==> src/rtl/pwp_pkg.sv <==
package pwp_pkg;

  localparam int BYTE_W   = 8;
  localparam int N_PLANES = 4;
  localparam int ROT_W    = $clog2(BYTE_W);

  typedef logic [BYTE_W-1:0] byte_t;

  typedef enum logic [1:0] {
    WM_DIRECT    = 2'd0,
    WM_EXPAND    = 2'd1,
    WM_FILL      = 2'd2,
    WM_MASKED_SR = 2'd3
  } wmode_e;

  // Right rotation of a byte by n positions.
  function automatic byte_t rotr(input byte_t b, input logic [ROT_W-1:0] n);
    logic [2*BYTE_W-1:0] dbl;
    dbl = {b, b} >> n;
    return dbl[BYTE_W-1:0];
  endfunction

  // Bitwise select: mask 1 takes a, mask 0 takes b.
  function automatic byte_t bit_pick(input byte_t msk, input byte_t a, input byte_t b);
    return (msk & a) | (~msk & b);
  endfunction

  // One set/reset bit expanded to a whole byte.
  function automatic byte_t sr_fill(input logic bit_in);
    return {BYTE_W{bit_in}};
  endfunction

  function automatic logic mode_writes(input logic [1:0] wm);
    return (wm == WM_DIRECT) || (wm == WM_MASKED_SR);
  endfunction

endpackage

==> src/rtl/pwp_latch_bank.sv <==
module pwp_latch_bank
  import pwp_pkg::*;
#(
  parameter int PLANES = N_PLANES,
  localparam int BUS_W = PLANES * BYTE_W
) (
  input  logic             clk,
  input  logic             rst_n,
  input  logic             load,
  input  logic             rmode,
  input  logic [BUS_W-1:0] rd_bus,
  output logic [BUS_W-1:0] latch_bus,
  output byte_t            rd_data
);

  byte_t or_all;

  always_comb begin
    or_all = '0;
    for (int p = 0; p < PLANES; p++) begin
      or_all = or_all | rd_bus[p*BYTE_W +: BYTE_W];
    end
  end

  generate
    for (genvar p = 0; p < PLANES; p++) begin : g_lat
      always_ff @(posedge clk or negedge rst_n) begin
        if (!rst_n) begin
          latch_bus[p*BYTE_W +: BYTE_W] <= '0;
        end else if (load) begin
          latch_bus[p*BYTE_W +: BYTE_W] <= rd_bus[p*BYTE_W +: BYTE_W];
        end
      end
    end
  endgenerate

  always_ff @(posedge clk or negedge rst_n) begin
    if (!rst_n) begin
      rd_data <= '0;
    end else if (load) begin
      rd_data <= rmode ? '0 : or_all;
    end
  end

endmodule

==> src/rtl/pwp_bit_merge.sv <==
module pwp_bit_merge
  import pwp_pkg::*;
#(
  parameter int PLANES = N_PLANES,
  localparam int BUS_W = PLANES * BYTE_W
) (
  input  logic [1:0]       wmode,
  input  logic [ROT_W-1:0] rot,
  input  byte_t            din,
  input  byte_t            bitmask,
  input  logic [PLANES-1:0] setreset,
  input  logic [BUS_W-1:0] latch_bus,
  output logic [BUS_W-1:0] wr_bus,
  output byte_t            eff_mask
);

  byte_t rot_data;

  assign rot_data = rotr(din, rot);

  always_comb begin
    unique case (wmode)
      WM_DIRECT:    eff_mask = bitmask;
      WM_MASKED_SR: eff_mask = rot_data & bitmask;
      default:      eff_mask = '0;
    endcase
  end

  generate
    for (genvar p = 0; p < PLANES; p++) begin : g_pl
      byte_t new_b;
      always_comb begin
        if (wmode == WM_MASKED_SR) new_b = sr_fill(setreset[p]);
        else                       new_b = rot_data;
      end
      assign wr_bus[p*BYTE_W +: BYTE_W] =
        bit_pick(eff_mask, new_b, latch_bus[p*BYTE_W +: BYTE_W]);
    end
  endgenerate

endmodule

==> src/rtl/pwp_plane_gate.sv <==
module pwp_plane_gate
  import pwp_pkg::*;
#(
  parameter int PLANES = N_PLANES
) (
  input  logic              wr,
  input  logic [1:0]        wmode,
  input  logic [PLANES-1:0] plane_en,
  input  logic [PLANES-1:0] plane_sel,
  output logic              wr_ok,
  output logic [PLANES-1:0] strobe
);

  assign wr_ok  = wr && mode_writes(wmode);
  assign strobe = wr_ok ? (plane_en & plane_sel) : '0;

endmodule

==> src/rtl/plane_wr_path.sv <==
module plane_wr_path
  import pwp_pkg::*;
#(
  parameter int PLANES = N_PLANES,
  localparam int BUS_W = PLANES * BYTE_W
) (
  input  logic              clk,
  input  logic              rst_n,
  input  logic              host_rd,
  input  logic              host_wr,
  input  logic [7:0]        host_data,
  input  logic [1:0]        cfg_wmode,
  input  logic              cfg_rmode,
  input  logic [2:0]        cfg_rotate,
  input  logic [7:0]        cfg_bitmask,
  input  logic [PLANES-1:0] cfg_setreset,
  input  logic [PLANES-1:0] cfg_plane_en,
  input  logic [PLANES-1:0] addr_plane_sel,
  input  logic [BUS_W-1:0]  mem_rd_data,
  output logic [BUS_W-1:0]  mem_wr_data,
  output logic [PLANES-1:0] mem_wr_strobe,
  output logic [7:0]        host_rd_data
);

  logic [BUS_W-1:0] latch_bus;
  byte_t            eff_mask;
  logic             wr_ok;

  pwp_latch_bank #(.PLANES(PLANES)) u_latch (
    .clk       (clk),
    .rst_n     (rst_n),
    .load      (host_rd),
    .rmode     (cfg_rmode),
    .rd_bus    (mem_rd_data),
    .latch_bus (latch_bus),
    .rd_data   (host_rd_data)
  );

  pwp_bit_merge #(.PLANES(PLANES)) u_merge (
    .wmode     (cfg_wmode),
    .rot       (cfg_rotate),
    .din       (host_data),
    .bitmask   (cfg_bitmask),
    .setreset  (cfg_setreset),
    .latch_bus (latch_bus),
    .wr_bus    (mem_wr_data),
    .eff_mask  (eff_mask)
  );

  pwp_plane_gate #(.PLANES(PLANES)) u_gate (
    .wr        (host_wr),
    .wmode     (cfg_wmode),
    .plane_en  (cfg_plane_en),
    .plane_sel (addr_plane_sel),
    .wr_ok     (wr_ok),
    .strobe    (mem_wr_strobe)
  );

endmodule

==> config.mk <==
export PLATFORM = sky130hd
export DESIGN_NAME = plane_wr_path
export DESIGN_NICKNAME = d
export VERILOG_FILES = /design/src/rtl/pwp_pkg.sv /design/src/rtl/pwp_latch_bank.sv /design/src/rtl/pwp_bit_merge.sv /design/src/rtl/pwp_plane_gate.sv /design/src/rtl/plane_wr_path.sv
export SDC_FILE = /design/constraint.sdc
export NUM_CORES = 1
export LEC_CHECK = 0
export BUFFER_PORTS_ARGS = -buffer_cell sky130_fd_sc_hd__buf_2
export CAP_MARGIN = 20
export CORE_ASPECT_RATIO = 0.9
export CORE_MARGIN = 2
export CORE_UTILIZATION = 54
export CTS_BUF_LIST = sky130_fd_sc_hd__clkbuf_8
export CTS_CLUSTER_DIAMETER = 30
export DETAILED_ROUTE_END_ITERATION = 6
export MAX_ROUTING_LAYER = met4
export PLACE_DENSITY_LB_ADDON = 0.25
export REMOVE_ABC_BUFFERS = 1
export SLEW_MARGIN = 30
export SYNTH_ARGS = -nofsm -noshare
export SYNTH_HDL_FRONTEND = slang
export SYNTH_SLANG_ARGS = --single-unit
==> constraint.sdc <==
create_clock -name clk -period 2.85 [get_ports clk]
set_clock_uncertainty 0.15 [all_clocks]
set_input_delay 0.285 -clock clk [delete_from_list [all_inputs] [get_ports clk]]
set_output_delay 0.285 -clock clk [all_outputs]
set_load 0.01 [all_outputs]
==> results.json, run 1 <==
{
  "max-slew-margin-rel_pct": 39.1,
  "seq_area_frac_synth_pct": 27.5,
  "viasPerCell": 6.01,
  "grt-ovfl-total": 0,
  "hp-start": "mem_rd_data[2]",
  "finalCritPeriodShare_pct": 95.2,
  "wl_microns": 9930,
  "core-area_sq_um": 6550,
  "synthArstFlopShare_pct": 100,
  "core.rowCount": 28,
  "ios": 114,
  "holdPathStages": 3,
  "avgSynthCellArea_sq_um": 8.64,
  "syn_to_final_growth_pct": 21.9,
  "fin_nets": 590,
  "r2r_slack_ns": 1.89,
  "max_freq_mhz": 369,
  "crit_arrival_ns": 2.28,
  "routedWlPerCell_microns": 16.3,
  "chipWidth_microns": 90.5,
  "cts_tree": "done",
  "grt_pass1_wl_microns": 16000,
  "finalSetupViolations": 0,
  "cts-buffers-inserted": 5,
  "die_area_sq_um": 7410,
  "startpoint_type": "input port",
  "period_minus_slack_ns": 2.71,
  "timing.rr.end": "u_latch.latch_bus[19]",
  "netlist_area_sq_um": 3640,
  "power_mw": 1.88,
  "h-tree-depth": 2,
  "r2r_cells": 1,
  "hpwl_microns": 7140,
  "synthCells": 421,
  "worst_slew_pin_slew_ns": 0.914,
  "hold_class": "in -> reg",
  "leakage_nw": 1.94,
  "synth_ff_type": "dfrtp_1",
  "cts_setup_buffers": 0,
  "num_antenna_cells": 0,
  "reg2reg_from": "u_latch.latch_bus[19]",
  "place_congestion": 0.853,
  "slew_violations": 0,
  "synth_edf_count": 0,
  "rsz0062_at_grt": "false",
  "hold_violations": 0,
  "numPortBuffers": 113,
  "worstHoldEndpoint": "u_latch.latch_bus[2]",
  "ys_seq_elements": 40,
  "drive_above_1_share_pct": 35.8,
  "cts.path.max_buffers": 2,
  "vdd_drop_max_mv": 0.288,
  "cts.clk_slew.worst_paths_ns": 0.08,
  "grt_pass1_vias": 3394,
  "gr-usage-all-layers_pct": 27.7,
  "antenna_left": 0,
  "dieHeight_microns": 81.8,
  "drt_iter0_markers": 222,
  "final_cells": 609,
  "max-cap-violations": 0,
  "clock_latency_ns": 0.29,
  "synth.distinct_cells": 31,
  "yosysWarnings": 0,
  "antenna_found_initial": 0,
  "powerDensity_nw_per_um2": 424,
  "status": "complete, no violations",
  "end_kind": "output port",
  "vias": 3663,
  "initial_core_util_pct": 55.5,
  "root_buffer": "clkbuf_8",
  "crit_fanout": 15,
  "cts.sinks": 40,
  "route.detailed.drc": 0,
  "critPathKind": "in -> out",
  "drt-pass1-iter-count": 4,
  "grt_max_degree": 44,
  "placed_cells": 600,
  "crit_required_ns": 2.41
}
==> worst max-delay path, cell delays in order <==
cell,delay (ns)
buf_2,0.10
inv_1,0.05
ha_2,0.37
nor2b_1,0.63
nor2_1,0.09
a311o_1,0.35
a211oi_1,0.22
buf_2,0.17
==> logic make-up (layout without fill, tap and decap cells) <==
kind of cell	count (synthesis)	after routing	synth area share, %
flip-flops	40	40	27.5
adder cells (fa/ha/maj)	2	2	0.688
buffers and inverters	54	152	5.85
AO/OA/AOI/OAI	84	84	18.3
AND/OR/NAND/NOR	173	173	22.6
multiplexers	68	68	25.1
==> metrics by stage <==
step	util [%]	setup slack (ns)	hold WS [ns]	TNS, ns	cell area, sq um
2_1_floorplan	-	-0.640	-0.161	-18.69	3470
3_3_place_gp	65.8	0.234	0.320	0	4310
3_5_place_dp	65.8	0.143	0.331	0	4310
4_1_cts	67.4	0.140	0.00389	0	4420
5_1_grt	67.6	0.00493	0.0622	0	4430
6_report	67.6	0.137	0.0620	0	4430
==> synth_stat cells, types with 2 or more instances <==
library cell / count / area [sq um]
inv_1: 12 / 45.0
o311a_1: 4 / 40.0
a21oi_1: 6 / 30.0
a211oi_1: 22 / 165
mux2i_1: 22 / 220
mux2_2: 30 / 338
nor3b_1: 6 / 45.0
buf_1: 5 / 18.8
a311oi_1: 10 / 87.6
nand3_1: 6 / 30.0
nand2b_1: 7 / 43.8
o311ai_1: 5 / 43.8
nor4_1: 8 / 50.1
mux4_2: 8 / 180
nor2_1: 52 / 195
nor3_1: 28 / 140
dfrtp_1: 40 / 1000
buf_2: 2 / 10.0
nor2b_1: 14 / 87.6
a311o_1: 22 / 220
clkbuf_1: 34 / 128
o21ai_0: 14 / 70.1
mux2i_4: 7 / 158
nand2_1: 39 / 146
and3_1: 8 / 50.1
or3_1: 4 / 25.0
ha_1: 2 / 25.0
==> registers in the layout, summed over array words and instances, names as in the netlist <==
| name | count |
|---|---|
| u_latch.rd_data | 8 |
| u_latch.latch_bus | 32 |
==> power breakdown <==
part / total (mW) / switching (mW) / leakage [nW] / internal, mW
sequential: 0.673 / 0.0496 / 0.473 / 0.624
clock: 0.462 / 0.205 / 0.0593 / 0.256
combinational: 0.744 / 0.394 / 1.40 / 0.350
==> how the worst max path moves through the flow <==
stage                       from         endpoint
floorplan           cfg_wmode[0]  mem_wr_data[14]
global placement    cfg_wmode[0]  mem_wr_data[24]
detailed placement  cfg_wmode[0]  mem_wr_data[21]
CTS                 cfg_wmode[0]  mem_wr_data[21]
global route        cfg_wmode[1]  mem_wr_data[21]
finish              cfg_wmode[0]  mem_wr_data[21]
==> cell usage in the layout (no fill, tap or decap), drive strengths merged <==
cell type and count:
and3 8, a311oi 10, or3 4, nor3b 6, nand2 39, nor3 28, mux4 8, nor2 52
a211oi 22, clkbuf 5, a21oi 6, mux2 31, o311a 4, clkinv 1, nor2b 14, nand3b 1
dlygate4sd3 1, buf 131, nor4 8, dfrtp 40, bufinv 1, o311ai 6, nand2b 7, nand3 6
mux2i 29, a311o 22, inv 13, o21ai 14, ha 2
==> timing repair <==
action,4_1_cts,5_1_grt
endpoints found under the hold margin,0,40
hold buffers,0,1
resized for setup,0,1
setup endpoints to repair,0,1
==> cell type report <==
class / count / area [sq um]
Clock inverter: 3 / 38.8
Sequential cell: 40 / 1000
Tap cell: 90 / 113
Timing Repair Buffer: 132 / 738
Multi-Input combinational cell: 327 / 2430
Inverter: 12 / 45.0
Clock buffer: 5 / 68.8
Fill cell: 573 / 2120
==> layer usage <==
layer	up-vias	global-route usage (%)	share of wire, %	routed length [microns]
met5	-	-	0	0
met4	0	9.54	1.4	136
met3	13	4.50	7.8	771
met2	156	44.6	46	4530
met1	1727	36.0	45	4490
li1	1767	-	-	-
No activity file was read; power rests on OpenSTA's default activity.
==> run 2: changes to the inputs <==
- ABC_AREA: not set -> 1
- CELL_PAD_IN_SITES_DETAIL_PLACEMENT: not set -> 0
- CELL_PAD_IN_SITES_GLOBAL_PLACEMENT: not set -> 1
- CORE_UTILIZATION: 54 -> 35
==> run 2 against run 1 <==
  * Core utilization decreased by 21 points
  * Cell area decreased by 20%
  * Combinational power decreased by 35%
  * Power decreased by 11%
  * Largest power group is now sequential cells
==> results.json, run 2 <==
{
  "status": "complete, no violations",
  "crit_start": "cfg_wmode[0]",
  "grt_pass1_vias": 2714,
  "die_area_sq_um": 8610,
  "place_congestion": 0.813,
  "grt-ovfl-total": 0,
  "r2r_slack_ns": 1.94,
  "synth_ff_type": "dfrtp_1",
  "slew_violations": 0,
  "ys_top_cells_by_area": "dfrtp_1 (36%), nand2_1 (19%), mux2_2 (13%)",
  "clock_latency_ns": 0.29,
  "cts_setup_buffers": 0,
  "period_minus_slack_ns": 2.07,
  "max-cap-violations": 0,
  "powerDensity_nw_per_um2": 474,
  "viasPerCell": 4.72,
  "regMostFlops": "u_latch.latch_bus",
  "max_freq_mhz": 484,
  "drt_iter0_markers": 70,
  "chipWidth_microns": 97.6,
  "crit_fanout": 13,
  "holdPathStages": 2,
  "gr-usage-all-layers_pct": 18.5,
  "wl_microns": 7470,
  "synth_top_cell_by_area": "dfrtp_1",
  "root_buffer": "clkbuf_8",
  "cts.clk_slew.worst_paths_ns": 0.08,
  "cts.sinks": 40,
  "vdd_drop_max_mv": 0.306,
  "largest_register_ffs": 32,
  "drive_above_1_share_pct": 39.5,
  "cts.path.max_buffers": 2,
  "rsz0062_at_grt": "false",
  "hpwl_microns": 5900,
  "fin_tns_setup_ns": 0,
  "ios": 114,
  "final_common_cell": "nand2_1",
  "hold_violations": 0,
  "placed_cells": 564,
  "ys_seq_elements": 40,
  "synth-simple-area-share_pct": 41.8,
  "seq_area_frac_synth_pct": 36.3,
  "leakage_nw": 2.03,
  "grt_pass1_wl_microns": 12500,
  "syn_to_final_growth_pct": 28.2,
  "synth.most_common_cell": "nand2_1",
  "crit_required_ns": 2.41,
  "synth-xor-area-share_pct": 0,
  "reg2reg_from": "u_latch.latch_bus[28]",
  "vias": 2707,
  "synth_compound_area_share_pct": 1.81,
  "cts_tree": "done",
  "worst_slew_pin_slew_ns": 0.562,
  "synth_edf_count": 0,
  "top_regs": "u_latch.latch_bus: 32 flops, u_latch.rd_data: 8 flops",
  "routedWlPerCell_microns": 13.0,
  "antenna_left": 0,
  "startpoint_type": "input port",
  "cts-buffers-inserted": 5,
  "synth.distinct_cells": 17,
  "end_kind": "output port",
  "timing.rr.end": "u_latch.latch_bus[28]",
  "r2r_cells": 1,
  "crit_arrival_ns": 1.63,
  "synth_common_cells": "nand2_1 (138), nand3_1 (56), dfrtp_1 (40)",
  "avgSynthCellArea_sq_um": 7.60,
  "numPortBuffers": 113,
  "core.rowCount": 30,
  "synthArstFlopShare_pct": 100,
  "finalSetupViolations": 0,
  "initial_core_util_pct": 36.4,
  "final_cells": 573,
  "critPathKind": "in -> out",
  "netlist_area_sq_um": 2760,
  "drt-pass1-iter-count": 4,
  "synthCells": 363,
  "grt_max_degree": 41,
  "finalCritPeriodShare_pct": 72.5,
  "mostFrequentLayoutCells": "nand2_1 (138), buf_2 (112), nand3_1 (56)",
  "fin_nets": 548,
  "synth_top_area_share_pct": 36.3,
  "antenna_found_initial": 1,
  "synth_fa_ha_area_share_pct": 0.907,
  "max-slew-margin-rel_pct": 62.6,
  "h-tree-depth": 2,
  "worstHoldEndpoint": "u_latch.latch_bus[8]",
  "hp-start": "mem_rd_data[8]",
  "hold_class": "in -> reg",
  "yosysWarnings": 0,
  "core-area_sq_um": 7580,
  "fill_cells": 775,
  "route.detailed.drc": 0,
  "muxShareOfSynthArea_pct": 13.1,
  "synth_top_family_by_area": "simple AND/OR/NAND/NOR gates",
  "dieHeight_microns": 88.2
}
[run 2: cell families after synthesis]
| group | after synthesis |
|---|---|
| compound gates | 8 |
| fa+ha+maj | 2 |
| buf+inv | 35 |
| flops | 40 |
| mux | 32 |
| simple gates | 246 |
[run 2: worst max-delay path by stage]
stage / cells past startpoint / to
CTS: 7 / mem_wr_data[23]
detailed placement: 7 / mem_wr_data[23]
global placement: 7 / mem_wr_data[10]
global route: 8 / mem_wr_data[4]
finish: 7 / mem_wr_data[27]
floorplan: 5 / mem_wr_data[10]
[run 2: layout make-up]
cell class / count / area [sq um] / share of cell area, %
antenna: 1 / 2.50 / 0.0707
sequential: 40 / 1000 / 28.3
timing repair buffer: 116 / 593 / 16.8
clock inverter: 2 / 60.1 / 1.70
tap: 96 / 120 / 3.39
clock buffer: 5 / 68.8 / 1.94
multi-input combinational: 288 / 1590 / 44.9
inverter: 25 / 104 / 2.93
[run 2: through the flow]
stage	hold WS (ns)	instance area, sq um	power, mW	util [%]	setup WS [ns]
finish	0.0870	3540	1.68	46.7	0.784
global placement	0.325	3390	1.15	44.8	0.767
detailed placement	0.328	3390	1.15	44.8	0.763
global route	0.0795	3540	1.78	46.7	0.618
CTS	0.0105	3520	1.70	46.5	0.761
floorplan	-0.161	2690	0.943	-	1.18
[run 2: routing by layer]
metal	global-route usage, %	part of all wire [%]	wire [microns]
met4	3.66	0.56	42
met1	24.1	49	3680
met2	30.2	44	3310
met5	-	0	0
met3	4.19	5.8	431
[run 2: power breakdown]
part           total, mW  switching [mW]  internal [mW]
Combinational      0.485           0.284          0.201
Clock              0.541           0.196          0.345
Sequential         0.651          0.0278          0.623
Total               1.68           0.508           1.17
[run 2: worst max-delay path, stage by stage]
cell and delay (ns):
buf_2 0.10, ha_1 0.41, nand2_1 0.37, nand2_1 0.17
nand3_1 0.10, nand2_1 0.09, buf_2 0.12
[run 2: repair_timing]
action,in CTS,in global routing
endpoints found under the setup margin,0,0
hold endpoints to repair,0,40
hold buffers,0,1
gates resized for setup,0,0
